[src/rtl/seq5_pkg.sv]
package seq5_pkg;
  localparam int CODE_W = 3;
  typedef logic [CODE_W-1:0] code_t;

  localparam code_t CODE_S0 = 3'b000;
  localparam code_t CODE_S1 = 3'b010;
  localparam code_t CODE_S2 = 3'b011;
  localparam code_t CODE_S3 = 3'b101;
  localparam code_t CODE_S4 = 3'b110;

  localparam code_t CODE_X1 = 3'b001;
  localparam code_t CODE_X4 = 3'b100;
  localparam code_t CODE_X7 = 3'b111;

  localparam int HI_BIT  = 2;
  localparam int MID_BIT = 1;
  localparam int LO_BIT  = 0;
endpackage

[src/rtl/seq5_next.sv]
module seq5_next
  import seq5_pkg::*;
(
  input  code_t cur_i,
  output code_t nxt_o
);
  logic hi_b, mid_b, lo_b;

  always_comb begin
    hi_b  = cur_i[HI_BIT];
    mid_b = cur_i[MID_BIT];
    lo_b  = cur_i[LO_BIT];
    nxt_o = '0;
    nxt_o[HI_BIT]  = lo_b;
    nxt_o[MID_BIT] = ~mid_b | (~lo_b & ~hi_b);
    nxt_o[LO_BIT]  = mid_b & ~hi_b;
  end
endmodule

[src/rtl/seq5_reg.sv]
module seq5_reg
  import seq5_pkg::*;
#(
  parameter code_t INIT_CODE = CODE_S0
) (
  input  logic  clk,
  input  logic  rst,
  input  logic  en_i,
  input  code_t d_i,
  output code_t q_o
);
  code_t state_q;

  always_ff @(posedge clk) begin
    if (rst)
      state_q <= INIT_CODE;
    else if (en_i)
      state_q <= d_i;
  end

  assign q_o = state_q;


  hold_when_idle_chk: assert property (@(posedge clk) disable iff (rst)
    !en_i |=> $stable(state_q));
endmodule

[src/rtl/seq5_decode.sv]
module seq5_decode
  import seq5_pkg::*;
(
  input  code_t code_i,
  output logic  off_loop_o
);
  always_comb begin
    case (code_i)
      CODE_X1, CODE_X4, CODE_X7: off_loop_o = 1'b1;
      default:                   off_loop_o = 1'b0;
    endcase
  end
endmodule

[src/rtl/seq5_counter.sv]
module seq5_counter
  import seq5_pkg::*;
(
  input  logic       clk,
  input  logic       rst,
  input  logic       cnt_en,
  output logic [2:0] count_q,
  output logic       bad_code
);
  code_t cur_code;
  code_t nxt_code;
  logic  off_loop;

  seq5_next u_next (
    .cur_i (cur_code),
    .nxt_o (nxt_code)
  );

  seq5_reg #(.INIT_CODE(CODE_S0)) u_reg (
    .clk  (clk),
    .rst  (rst),
    .en_i (cnt_en),
    .d_i  (nxt_code),
    .q_o  (cur_code)
  );

  seq5_decode u_dec (
    .code_i     (cur_code),
    .off_loop_o (off_loop)
  );

  assign count_q  = cur_code;
  assign bad_code = off_loop;


  step_s0_chk: assert property (@(posedge clk) disable iff (rst)
    (cnt_en && count_q == CODE_S0) |=> count_q == CODE_S1);

  step_s1_chk: assert property (@(posedge clk) disable iff (rst)
    (cnt_en && count_q == CODE_S1) |=> count_q == CODE_S2);

  step_s2_chk: assert property (@(posedge clk) disable iff (rst)
    (cnt_en && count_q == CODE_S2) |=> count_q == CODE_S3);

  step_s3_chk: assert property (@(posedge clk) disable iff (rst)
    (cnt_en && count_q == CODE_S3) |=> count_q == CODE_S4);

  step_s4_chk: assert property (@(posedge clk) disable iff (rst)
    (cnt_en && count_q == CODE_S4) |=> count_q == CODE_S0);

  exit_x1_chk: assert property (@(posedge clk) disable iff (rst)
    (cnt_en && count_q == CODE_X1) |=> count_q == CODE_S4);

  exit_x4_chk: assert property (@(posedge clk) disable iff (rst)
    (cnt_en && count_q == CODE_X4) |=> count_q == CODE_S1);

  exit_x7_chk: assert property (@(posedge clk) disable iff (rst)
    (cnt_en && count_q == CODE_X7) |=> count_q == CODE_X4);

  flag_closed_chk: assert property (@(posedge clk) disable iff (rst)
    (cnt_en && !bad_code) |=> !bad_code);
endmodule

[config.mk]
export PLATFORM = sky130hd
export DESIGN_NAME = seq5_counter
export DESIGN_NICKNAME = d
export VERILOG_FILES = /design/src/rtl/seq5_pkg.sv /design/src/rtl/seq5_next.sv /design/src/rtl/seq5_reg.sv /design/src/rtl/seq5_decode.sv /design/src/rtl/seq5_counter.sv
export SDC_FILE = /design/constraint.sdc
export NUM_CORES = 1
export LEC_CHECK = 0
export ABC_AREA = 1
export BUFFER_PORTS_ARGS = -buffer_cell sky130_fd_sc_hd__buf_2
export CORE_AREA = 3 3 40 42
export CTS_CLUSTER_DIAMETER = 200
export DETAILED_ROUTE_END_ITERATION = 7
export DIE_AREA = 0 0 43 45
export GPL_TIMING_DRIVEN = 0
export SETUP_SLACK_MARGIN = 0.05
export SYNTH_ARGS = -nofsm -noshare
export SYNTH_HDL_FRONTEND = slang
export SYNTH_HIERARCHICAL = 1
export SYNTH_SLANG_ARGS = --single-unit
[constraint.sdc]
create_clock -name clk -period 0.8 [get_ports clk]
set_input_delay 0.16 -clock clk [delete_from_list [all_inputs] [get_ports clk]]
set_output_delay 0.16 -clock clk [all_outputs]
set_load 0.05 [all_outputs]
Yosys cells after proc, flatten, opt, wreduce, memory -nomap -nowiden
Cells that the tools add are included.
{"block": "word_totals", "reg_bits": 3, "out_inout_bits": 4, "elab_cells": 12}
{"block": "classes", "eq_ne": 3, "mux": 1, "bitwise": 6, "reduce_logical": 1}
{"operator": "== test 3 bit, second input constant", "n": 2}
{"operator": "== test 3 x 1 -> 1 bit, second input constant", "n": 1}
{"operator": "inverter 1 bit", "n": 3}
{"operator": "OR reduction 3 bit", "n": 1}
{"operator": "bitwise AND 1 bit", "n": 2}
{"operator": "2-to-1 mux 1 bit", "n": 1}
{"operator": "OR 1 bit", "n": 1}

Logic depth before layout (Yosys ltp)
{"block": "depth", "depth_word": 3, "depth_mapped": 6}

Hierarchy
Netlist, hierarchy kept.
{"mod": "seq5_reg", "instances": 1, "cells_each": 19, "area_per_inst_um2": 120.1}
{"mod": "seq5_decode", "instances": 1, "cells_each": 8, "area_per_inst_um2": 32.5}
{"mod": "seq5_next", "instances": 1, "cells_each": 4, "area_per_inst_um2": 20.0}

Worst setup path after synthesis
No wires, ideal clock.
{"block": "synth_path", "path_type": "register to output", "start": "reg u_reg.state_q[2], in the netlist u_reg/q_o[2]", "end": "out bad_code", "t_arrival_ps": 1240, "t_required_ps": 640, "setup_slack_ps": -600, "stages_incl_launch_ff": 5, "n_path_buf": 0, "cell_sequence": "dfxtp_1 inv_1 nand2_1 nand3_1 nand2_1"}
{"block": "synth_via", "elab_chain_cells": 3}
{"element": "from (decl)", "line_no": "seq5_reg.sv:12", "rtl": "code_t state_q;"}
{"element": "from (signal assigned)", "line_no": "seq5_reg.sv:18", "rtl": "state_q <= d_i;"}
{"element": "== test 3 x 1 -> 1 bit or == test 3 bit (tied branches)", "line_no": "seq5_decode.sv:8", "rtl": "case (code_i)"}
{"element": "OR reduction 3 bit (*)", "line_no": "seq5_decode.sv:8"}
{"element": "2-to-1 mux 1 bit (*)", "line_no": "seq5_decode.sv:8"}
{"element": "to (decl)", "line_no": "seq5_counter.sv:8", "rtl": "output logic bad_code"}
Mark *: on every way between the ends. The rest lies on a longest branch, timed or not.

Final worst setup path
{"block": "layout_path", "start": "reg u_reg.state_q[0], in the netlist u_reg/q_o[0]", "end": "out bad_code"}
The elaborated chain is that of the path after synthesis.

==> impl_metrics.json <==
{
  "final_max_slew_viol_count": 0,
  "worst_clock_skew_ps": 0.116,
  "synth_nets": 34,
  "clock_latency_ps": 230,
  "final_antenna_net_count": 0,
  "hold_class": "in -> reg",
  "final_area_um2": 395,
  "crit_path_end_kind": "output port",
  "violations": "negative setup slack",
  "diodes": 0,
  "fmax_mhz": 889,
  "cts-root-buf": "clkbuf_4",
  "syn_to_final_growth_pct": 129,
  "min_period_ps": 1130,
  "syn_area_per_cell_um2": 5.57,
  "ys_seq_area_share_pct": 34.8,
  "initial_utilization_pct": 13.4,
  "die_h_um": 45,
  "dp_hpwl_um": 292,
  "num-nets-final": 52,
  "cap_violations": 0,
  "num_rows": 13,
  "post-place-ws_ps": -216,
  "slowest_delay_ps": 350,
  "peakVddDrop_v": 0.000879,
  "tightest_slew_ps": 120,
  "final_cell_mix": "nand2_1 (7), nor2_1 (6), inv_1 (5)",
  "drtIter0Drc": 3,
  "criticalPathCategory": "reg -> out",
  "ys_seq_elements": 3,
  "globalRouteTotalUtil_pct": 6.32,
  "grt_pass1_wl_um": 814,
  "netlist_area_um2": 173,
  "io_buffers": 6,
  "die_w_um": 43,
  "io_pins": 7,
  "status": "finished with violations",
  "crit_chain": "nand2_1 -> nand3_2 -> nand2_4 -> buf_8",
  "cts_tree": "yes",
  "clockBufferDepth": 2,
  "antenna_found_initial": 0,
  "place_area_um2": 245,
  "finalHoldViolations": 0,
  "remaining_drc_errors": 0,
  "crit_slowest_cell": "dfxtp_4",
  "start_kind": "register",
  "rsz0062_at_grt": "true",
  "layout_setup_ws_ps": -325,
  "yosys_warnings": 6,
  "grt_max_degree": 7,
  "dieArea_um2": 1940,
  "viasPerCell": 3.59,
  "drt_wl_total_um": 536,
  "crit_fanout": 5,
  "path_clk_slew_ps": 40,
  "relSlewSlack_pct": 92.0,
  "cts_sinks": 3,
  "largest_reg_flops": 3,
  "arrival_ps": 970,
  "hold_buffers": 0,
  "h-tree-depth": 1,
  "finalSetupViolCount": 7,
  "core_area_um2": 1280,
  "grt-ovfl-total": 0,
  "power_uw": 674,
  "cellLeakagePower_nw": 0.202,
  "place.gp.congestion": 0.679,
  "numCtsBuffers": 3,
  "power_density_nw_per_um2": 1710,
  "yosysUniqueCellTypes": 7,
  "cp_data_required_time_ps": 640,
  "layout.cells.most_common": "nand2_1",
  "dr.pass1.iters": 2,
  "netlist_instances": 31,
  "timing.final.crit_share_pct": 141,
  "vias": 226,
  "wire_per_inst_um": 8.51,
  "layout-drive-gt1-share_pct": 58.3,
  "grt_pass1_vias": 198,
  "hold_ws_ps": 191
}
## per-layer routing
| metal | up-vias | GRT usage [%] | share of wire [%] |
|---|---|---|---|
| li1 | 121 | - | - |
| met1 | 97 | 6.24 | 42 |
| met2 | 8 | 9.58 | 50 |
| met3 | 0 | 5.98 | 8.0 |
| met4 | 0 | 1.81 | 0 |
| met5 | - | 0 | 0 |
## Yosys cell counts
| library cell | n | area, µm² |
|---|---|---|
| buf_4 | 1 | 7.51 |
| dfxtp_1 | 3 | 60.1 |
| inv_1 | 8 | 30.0 |
| nand2_1 | 9 | 33.8 |
| nand3_1 | 2 | 10.0 |
| nor2_1 | 7 | 26.3 |
| o21ai_1 | 1 | 5.00 |
## cell families after synthesis
| kind of cell | after synthesis | share of synthesized area [%] |
|---|---|---|
| simple gates | 18 | 40.6 |
| buf+inv | 9 | 21.7 |
| compound gates | 1 | 2.90 |
| flops | 3 | 34.8 |
## cell type report
cell class	instances	area, µm²
fillers	147	890
repair buffers	13	138
multi-input cells	19	101
flip-flops and latches	3	71.3
inverters	8	32.5
clock buffers	4	26.3
well taps	15	18.8
plain buffers	1	7.51
## worst paths after layout
check	startpoint	end	slack [ps]	cells past startpoint
worst min-delay path	rst	u_reg/q_o[1]	190	4
worst min register to register	u_reg/q_o[0]	u_reg/q_o[0]	620	3
worst max register to register	u_reg/q_o[2]	u_reg/q_o[1]	-180	7
worst max-delay path	u_reg/q_o[0]	bad_code	-330	4
## per-stage QoR
stage	instances	setup TNS [ps]	utilization [%]
2_1_floorplan	31	-163	-
3_3_place_gp	52	-205	19.1
3_5_place_dp	52	-216	19.1
4_1_cts	61	-1260	27.7
5_1_grt	63	-1810	30.8
6_report	63	-1470	30.8
## where the power goes
part	switching [mW]	total, mW	internal [mW]	leakage, nW
sequential	0.0124	0.172	0.159	0.0267
combinational	0.128	0.241	0.114	0.160
clock	0.0745	0.261	0.187	0.0150
total	0.215	0.674	0.460	0.202
## critical path, delay by kind of cell, from the launching register on
kind / cells / cell delay (ps)
simple gates: 3 / 250
buf+inv: 1 / 140
flops: 1 / 350
## what timing repair did
action	CTS	global route
setup endpoints to repair	7	7
gates resized for setup	14	7
buffers inserted	5	2
pin swaps	3	3
Power figures use the tool's default switching activity.
